[src/rtl/tagwr_pkg.sv]
package tagwr_pkg;

  localparam int DATA_BITS = 8;
  localparam int CRC_BITS  = 4;

  typedef enum logic [2:0] {
    ST_IDLE,
    ST_GUARD,
    ST_SEND,
    ST_PROG,
    ST_LISTEN
  } wrState_e;

  // strobes from the sequencer to the frame/result datapath
  typedef struct packed {
    logic loadFrame;
    logic shiftBit;
    logic clrOk;
    logic setOk;
    logic fireDone;
  } wrStrobe_t;

endpackage

[src/rtl/tagwr_datapath.sv]
module tagwr_datapath
  import tagwr_pkg::*;
#(
  parameter int ADDR_MAX  = 10,
  parameter int WRITE_CMD = 0,
  parameter int AW_W      = 4
) (
  input  logic                clk,
  input  logic                rstN,
  input  wrStrobe_t           stb,
  input  logic [AW_W-1:0]     addrWidth,
  input  logic [ADDR_MAX-1:0] addr,
  input  logic [7:0]          data,
  input  logic [3:0]          crc,
  output logic                curBit,
  output logic                lastBit,
  output logic                done,
  output logic                ok
);

  localparam int FRAME_MAX = ADDR_MAX + 1 + DATA_BITS + CRC_BITS;
  localparam int LEFT_W    = $clog2(FRAME_MAX);

  logic [FRAME_MAX-1:0] packedWord;
  logic [FRAME_MAX-1:0] frameReg;
  logic [LEFT_W-1:0]    bitsLeft;
  logic [LEFT_W-1:0]    lenMinus1;
  logic                 okR;
  logic                 doneR;

  // command bit, masked address, data byte and checksum, low bit first
  always_comb begin
    packedWord    = '0;
    packedWord[0] = WRITE_CMD[0];
    for (int i = 0; i < ADDR_MAX; i++) begin
      if (i < int'(addrWidth)) packedWord[1+i] = addr[i];
    end
    packedWord = packedWord
               | (FRAME_MAX'(data) << (int'(addrWidth) + 1))
               | (FRAME_MAX'(crc)  << (int'(addrWidth) + 1 + DATA_BITS));
  end

  assign lenMinus1 = LEFT_W'(int'(addrWidth) + DATA_BITS + CRC_BITS);

  always_ff @(posedge clk or negedge rstN) begin
    if (!rstN) begin
      frameReg <= '0;
      bitsLeft <= '0;
      okR      <= 1'b0;
      doneR    <= 1'b0;
    end else begin
      doneR <= stb.fireDone;
      if (stb.loadFrame) begin
        frameReg <= packedWord;
        bitsLeft <= lenMinus1;
      end else if (stb.shiftBit) begin
        frameReg <= frameReg >> 1;
        bitsLeft <= bitsLeft - 1'b1;
      end
      if (stb.clrOk)      okR <= 1'b0;
      else if (stb.setOk) okR <= 1'b1;
    end
  end

  assign curBit  = frameReg[0];
  assign lastBit = (bitsLeft == '0);
  assign done    = doneR;
  assign ok      = okR;

  // completion is a single-cycle pulse
  p_done_single_r8: assert property (@(posedge clk) disable iff (!rstN)
    doneR |=> !doneR);

  // the result flag only moves at completion or when a start is accepted
  p_ok_moves_r8: assert property (@(posedge clk) disable iff (!rstN)
    (okR != $past(okR)) |-> (doneR || $past(stb.clrOk)));

  // no shift beyond the last frame bit
  p_shift_bound_r2: assert property (@(posedge clk) disable iff (!rstN)
    stb.shiftBit |-> (bitsLeft != '0));

endmodule

[src/rtl/tagwr_ctrl.sv]
module tagwr_ctrl
  import tagwr_pkg::*;
#(
  parameter int GUARD_TICKS = 240,
  parameter int PAUSE_TICKS = 30,
  parameter int ZERO_TICKS  = 60,
  parameter int ONE_TICKS   = 120,
  parameter int PROG_TICKS  = 5400,
  parameter int BIT_TICKS   = 150,
  parameter int ACK_TRIES   = 40
) (
  input  logic      clk,
  input  logic      rstN,
  input  logic      start,
  input  logic      tagIn,
  input  logic      curBit,
  input  logic      lastBit,
  output wrStrobe_t stb,
  output logic      carrierOn
);

  localparam int MAX_A   = (GUARD_TICKS > PROG_TICKS) ? GUARD_TICKS : PROG_TICKS;
  localparam int MAX_B   = (MAX_A > BIT_TICKS) ? MAX_A : BIT_TICKS;
  localparam int CNT_MAX = (MAX_B > ONE_TICKS) ? MAX_B : ONE_TICKS;
  localparam int CNT_W   = $clog2(CNT_MAX + 1);
  localparam int TRY_W   = $clog2(ACK_TRIES + 1);

  wrState_e          state, stateNx;
  logic [CNT_W-1:0]  tick, tickNx;
  logic [TRY_W-1:0]  tries, triesNx;
  logic [CNT_W-1:0]  bitEnd;

  assign bitEnd = curBit ? CNT_W'(ONE_TICKS - 1) : CNT_W'(ZERO_TICKS - 1);

  always_comb begin
    stateNx = state;
    tickNx  = tick + 1'b1;
    triesNx = tries;
    stb     = '0;
    case (state)
      ST_IDLE: begin
        tickNx = '0;
        if (start) begin
          stateNx       = ST_GUARD;
          stb.loadFrame = 1'b1;
          stb.clrOk     = 1'b1;
          triesNx       = '0;
        end
      end
      ST_GUARD: begin
        if (tick == CNT_W'(GUARD_TICKS - 1)) begin
          stateNx = ST_SEND;
          tickNx  = '0;
        end
      end
      ST_SEND: begin
        if (tick == bitEnd) begin
          tickNx = '0;
          if (lastBit) stateNx = ST_PROG;
          else         stb.shiftBit = 1'b1;
        end
      end
      ST_PROG: begin
        if (tick == CNT_W'(PROG_TICKS - 1)) begin
          stateNx = ST_LISTEN;
          tickNx  = '0;
          triesNx = '0;
        end
      end
      ST_LISTEN: begin
        if (tick == CNT_W'(BIT_TICKS - 1)) begin
          tickNx = '0;
          if (tagIn) begin
            stb.setOk    = 1'b1;
            stb.fireDone = 1'b1;
            stateNx      = ST_IDLE;
          end else if (tries == TRY_W'(ACK_TRIES - 1)) begin
            stb.fireDone = 1'b1;
            stateNx      = ST_IDLE;
          end else begin
            triesNx = tries + 1'b1;
          end
        end
      end
      default: stateNx = ST_IDLE;
    endcase
  end

  always_ff @(posedge clk or negedge rstN) begin
    if (!rstN) begin
      state <= ST_IDLE;
      tick  <= '0;
      tries <= '0;
    end else begin
      state <= stateNx;
      tick  <= tickNx;
      tries <= triesNx;
    end
  end

  assign carrierOn = !((state == ST_SEND) && (tick < CNT_W'(PAUSE_TICKS)));

  // once past the guard, nothing re-enters the guard before idle
  p_busy_ignore_r9: assert property (@(posedge clk) disable iff (!rstN)
    (state == ST_SEND || state == ST_PROG || state == ST_LISTEN) |=> (state != ST_GUARD));

  // every pause opens at the start of a bit slot
  p_pause_start_r4: assert property (@(posedge clk) disable iff (!rstN)
    $fell(carrierOn) |-> (state == ST_SEND && tick == '0));

  // no bit slot runs longer than a one
  p_bit_len_r4: assert property (@(posedge clk) disable iff (!rstN)
    (state == ST_SEND) |-> (tick <= CNT_W'(ONE_TICKS - 1)));

  // the programming wait keeps the carrier up and never completes
  p_prog_quiet_r5: assert property (@(posedge clk) disable iff (!rstN)
    (state == ST_PROG) |-> (carrierOn && !stb.fireDone));

  // the sample counter never passes the try limit
  p_tries_bound_r7: assert property (@(posedge clk) disable iff (!rstN)
    tries < TRY_W'(ACK_TRIES));

endmodule

[src/rtl/tag_write_ctrl.sv]
module tag_write_ctrl
  import tagwr_pkg::*;
#(
  parameter int ADDR_MAX    = 10,
  parameter int WRITE_CMD   = 0,
  parameter int GUARD_TICKS = 240,
  parameter int PAUSE_TICKS = 30,
  parameter int ZERO_TICKS  = 60,
  parameter int ONE_TICKS   = 120,
  parameter int PROG_TICKS  = 5400,
  parameter int BIT_TICKS   = 150,
  parameter int ACK_TRIES   = 40,
  localparam int AW_W       = $clog2(ADDR_MAX + 1)
) (
  input  logic                clk,
  input  logic                rstN,
  input  logic                start,
  input  logic [AW_W-1:0]     addrWidth,
  input  logic [ADDR_MAX-1:0] addr,
  input  logic [7:0]          data,
  input  logic [3:0]          crc,
  input  logic                tagIn,
  output logic                carrierOn,
  output logic                done,
  output logic                ok
);

  wrStrobe_t stb;
  logic      curBit;
  logic      lastBit;

  tagwr_ctrl #(
    .GUARD_TICKS(GUARD_TICKS),
    .PAUSE_TICKS(PAUSE_TICKS),
    .ZERO_TICKS (ZERO_TICKS),
    .ONE_TICKS  (ONE_TICKS),
    .PROG_TICKS (PROG_TICKS),
    .BIT_TICKS  (BIT_TICKS),
    .ACK_TRIES  (ACK_TRIES)
  ) u_ctrl (
    .clk      (clk),
    .rstN     (rstN),
    .start    (start),
    .tagIn    (tagIn),
    .curBit   (curBit),
    .lastBit  (lastBit),
    .stb      (stb),
    .carrierOn(carrierOn)
  );

  tagwr_datapath #(
    .ADDR_MAX (ADDR_MAX),
    .WRITE_CMD(WRITE_CMD),
    .AW_W     (AW_W)
  ) u_dp (
    .clk      (clk),
    .rstN     (rstN),
    .stb      (stb),
    .addrWidth(addrWidth),
    .addr     (addr),
    .data     (data),
    .crc      (crc),
    .curBit   (curBit),
    .lastBit  (lastBit),
    .done     (done),
    .ok       (ok)
  );

endmodule

[config.mk]
export PLATFORM = sky130hd
export DESIGN_NAME = tag_write_ctrl
export DESIGN_NICKNAME = d
export VERILOG_FILES = /design/src/rtl/tagwr_pkg.sv /design/src/rtl/tagwr_datapath.sv /design/src/rtl/tagwr_ctrl.sv /design/src/rtl/tag_write_ctrl.sv
export SDC_FILE = /design/constraint.sdc
export NUM_CORES = 1
export LEC_CHECK = 0
export ABC_AREA = 0
export BUFFER_PORTS_ARGS = -buffer_cell sky130_fd_sc_hd__buf_2
export CAP_MARGIN = 15
export CORE_ASPECT_RATIO = 1.4
export CORE_UTILIZATION = 65
export CTS_CLUSTER_DIAMETER = 100
export DETAILED_ROUTE_END_ITERATION = 7
export PLACE_DENSITY = 0.83
export SETUP_SLACK_MARGIN = 0.3
export SKIP_LAST_GASP = 1
export SLEW_MARGIN = 30
export SYNTH_ARGS = -nofsm -noshare
export SYNTH_HDL_FRONTEND = slang
export SYNTH_SLANG_ARGS = --single-unit
[constraint.sdc]
create_clock -name clk -period 6.2 [get_ports clk]
set_input_delay 0.62 -clock clk [delete_from_list [all_inputs] [get_ports clk]]
set_output_delay 0.62 -clock clk [all_outputs]
set_load 0.02 [all_outputs]
==> flow_metrics.tcl <==
set metrics [dict create \
    io_buffers 32 \
    multi_input_area_um2 2481 \
    cts.path.max_buffers 2 \
    fin_nets 512 \
    critical_path_class "input port to flop" \
    chipHeight_um 94.60 \
    drt_pass1_iterations 7 \
    final_hold_viol_count 0 \
    ys_ff_latch 52 \
    area.growth.synth_to_final_pct 6.820 \
    cp-start-kind "input port" \
    ys_types 72 \
    diodes 0 \
    fill_cells 450 \
    worstPathRequired_ns 6.41 \
    die_area_um2 6447 \
    drive_gt1_share_pct 14.68 \
    worstHoldPathType "input port to async pin" \
    finalMaxSlewViolations 0 \
    row_count 33 \
    hold_buffers 0 \
    routed_wl_um 10830 \
    cts_tree "done" \
    reg2reg_depth 5 \
    synthTopCellsByArea "dfrtp_1, mux2i_1, nand2_1, ha_1, nor2_1" \
    crit_path_end_kind "flop" \
    clock.fmax_ghz 0.2900 \
    synth-main-ff-cell "dfrtp_1" \
    drt.antenna.violating_nets 0 \
    cts.sinks 52 \
    synth.top_cell.area_share_pct 32.68 \
    gp_congestion 1.069 \
    clk_pin_slew_worst_paths_ns 0.09 \
    dp_hpwl_um 8151 \
    fin_skew_ns 0.008656 \
    grt_first_pass_wirelength_um 17000 \
    wl_per_cell_um 20.05 \
    tightest_slew_ns 0.9410 \
    grt_max_degree 53 \
    synth_edf_count 0 \
    relSlewSlack_pct 36.78 \
    cts_resized 0 \
    ys_seq_area_share_pct 32.68 \
    place_area_um2 4116 \
    ir_worst_vdd_v 0.0001708 \
    cp.arrival_ns 3.66 \
    setup_viol 0 \
    crit_fanout 21 \
    synth_top_cell_by_area "dfrtp_1" \
    viasPerCell 6.894 \
    start_util_pct 67.90 \
    rsz0062_at_grt "false" \
    root_buffer "clkbuf_8" \
    drc 0 \
    via_count 3723 \
    core_area_um2 5863 \
    ys_warn_count 0 \
    p_leak_nw 1.789 \
    fin_setup_tns_ns 0 \
    synthCells 456 \
    ios 33 \
    first_iter_violations 303 \
    synth_nets 499 \
    synth_area_um2 3981 \
    die_x_um 68.15 \
    grtUsageTotal_pct 35.26 \
    power_density_nw_per_um2 173.6 \
    drv_cap 0 \
    grt_pass1_vias 3620 \
    gr-total-overflow 0 \
    post_cts_buffers 0 \
    final_period_minus_worst_setup_slack_ns 3.448 \
    outcome "completed" \
    fin_crit_sh_pct 55.62 \
    finalInstanceArea_um2 4253 \
    cts_buffers 5 \
    antenna_found_initial 0 \
    worstSkewPairLatency_ns 0.31 \
    cts-htree-levels 2 \
    regArea_um2 1301 \
    async_reset_ff_share_pct 100.0 \
    avgSynthCellArea_um2 8.731 \
]
through the flow:
| stage | utilization [%] | hold WS [ns] | power [W] | worst slack (ns) | std cells |
|---|---|---|---|---|---|
| 6_report | 72.54 | 0.3210 | 0.0007384 | 2.752 | 540 |
| 5_1_grt | 72.54 | 0.3812 | 0.0007608 | 2.500 | 540 |
| 4_1_cts | 72.36 | 0.3466 | 0.0007344 | 2.432 | 540 |
| 3_5_place_dp | 70.21 | 0.4765 | 0.0004862 | 2.107 | 532 |
| 3_3_place_gp | 70.17 | 0.4654 | 0.0004858 | 2.268 | 532 |
| 2_1_floorplan | - | 0.3244 | 0.0004373 | 3.243 | 456 |
layout by cell type (no fill, tap or decap), types with 5 or more instances in the layout:
| master | Yosys | routed |
|---|---|---|
| nor4_1 | 5 | 5 |
| a221oi_1 | 9 | 9 |
| inv_1 | 17 | 17 |
| a22oi_1 | 10 | 10 |
| and3_1 | 7 | 7 |
| buf_2 | 11 | 31 |
| mux2_2 | 9 | 9 |
| nor2_1 | 37 | 37 |
| a31oi_1 | 8 | 8 |
| dfrtp_1 | 52 | 52 |
| nand2_1 | 48 | 48 |
| o211ai_1 | 9 | 9 |
| a21oi_1 | 22 | 22 |
| xnor2_1 | 7 | 6 |
| clkbuf_8 | 0 | 7 |
| nor3_1 | 12 | 12 |
| o21ai_0 | 22 | 22 |
| ha_1 | 13 | 12 |
| buf_4 | 1 | 5 |
| nand3_1 | 23 | 23 |
| mux2i_1 | 23 | 23 |
| nand4b_1 | 5 | 5 |
| xor2_1 | 8 | 8 |
cell families after synthesis:
group / Yosys count / share of synthesized area (%)
fa+ha+maj: 13 / 4.086
xor+xnor: 15 / 3.300
buf+inv: 47 / 5.248
compound gates: 123 / 21.81
mux: 35 / 10.03
flops: 52 / 32.68
simple gates: 171 / 22.85
cell usage after synthesis, types with 2 or more instances:
cell / count
a222oi_1: 2
a2bb2oi_1: 3
and3_1: 7
and2_1: 3
mux4_2: 3
o21a_1: 2
nor2_1: 37
nand4b_1: 5
nand2b_1: 4
nor4b_1: 3
a2111oi_0: 2
clkbuf_1: 14
or3_1: 3
nor3_1: 12
nand2_1: 48
a21o_1: 4
mux2_2: 9
nand3_1: 23
a32oi_1: 4
a22oi_1: 10
mux2i_1: 23
nand4_1: 4
a31oi_1: 8
a221oi_1: 9
a311oi_1: 2
xnor2_1: 7
buf_2: 11
inv_1: 17
xor2_1: 8
a21oi_1: 22
nor2b_1: 3
nor4_1: 5
buf_1: 2
a21boi_0: 2
ha_1: 13
o21ai_0: 22
a211oi_1: 2
o211ai_1: 9
o31ai_1: 3
o32a_1: 2
buf_6: 2
dfrtp_1: 52
routing by layer:
| metal | vias up | wire, um | global-route usage, % | part of all wire (%) |
|---|---|---|---|---|
| met5 | - | 0 | 0 | 0 |
| met1 | 1775 | 4071 | 39.48 | 38 |
| met2 | 158 | 5563 | 61.76 | 51 |
| met4 | 0 | 654 | 20.83 | 6.0 |
| met3 | 52 | 536 | 4.227 | 5.0 |
| li1 | 1738 | - | - | - |
report_power, final:
group	internal [W]	switching (W)	total, W	leakage [nW]
Combinational	0.0000496	0.0000963	0.000146	1.10
Clock	0.000143	0.000111	0.000254	0.0645
Sequential	0.000339	0	0.000339	0.623
final cells by class:
cell class / count / area share (%)
sequential: 52 / 30.60
clock buffer: 7 / 2.265
clock inverter: 1 / 0.7061
tap: 70 / 2.059
timing repair buffer: 36 / 4.531
inverter: 17 / 1.500
multi-input combinational: 357 / 58.34
critical path, cell delays in order:
cell and delay (ns):
buf_2 0.36, nand3_1 0.21, xnor2_2 0.51, inv_1 0.44
ha_1 0.43, or2_2 0.35, nor3_1 0.37, a222oi_1 0.16
o211ai_1 0.21
flip-flops by register name, indices dropped and copies added (netlist names):
name and cells:
u_dp.bitsLeft 5, u_ctrl.tries 6, u_dp.frameReg 23, u_ctrl.state 3, u_dp.ok 1, u_ctrl.tick 13, u_dp.done 1
final timing paths:
check,end,from,slack [ns]
max in group asynchronous,u_dp.frameReg[18]$_DFFE_PN0P_,rstN,5.43
worst min register to register,u_dp.frameReg[21]$_DFFE_PN0P_,u_dp.frameReg[21]$_DFFE_PN0P_,0.49
min in group clk,u_dp.frameReg[21]$_DFFE_PN0P_,u_dp.frameReg[21]$_DFFE_PN0P_,0.49
worst max register to register,u_dp.frameReg[0]$_DFFE_PN0P_,u_ctrl.tick[2]$_DFF_PN0_,3.66
worst min-delay path,u_ctrl.tick[5]$_DFF_PN0_,rstN,0.32
worst max-delay path,u_dp.frameReg[17]$_DFFE_PN0P_,addrWidth[0],2.75
No activity file was read; power rests on OpenSTA's default activity.
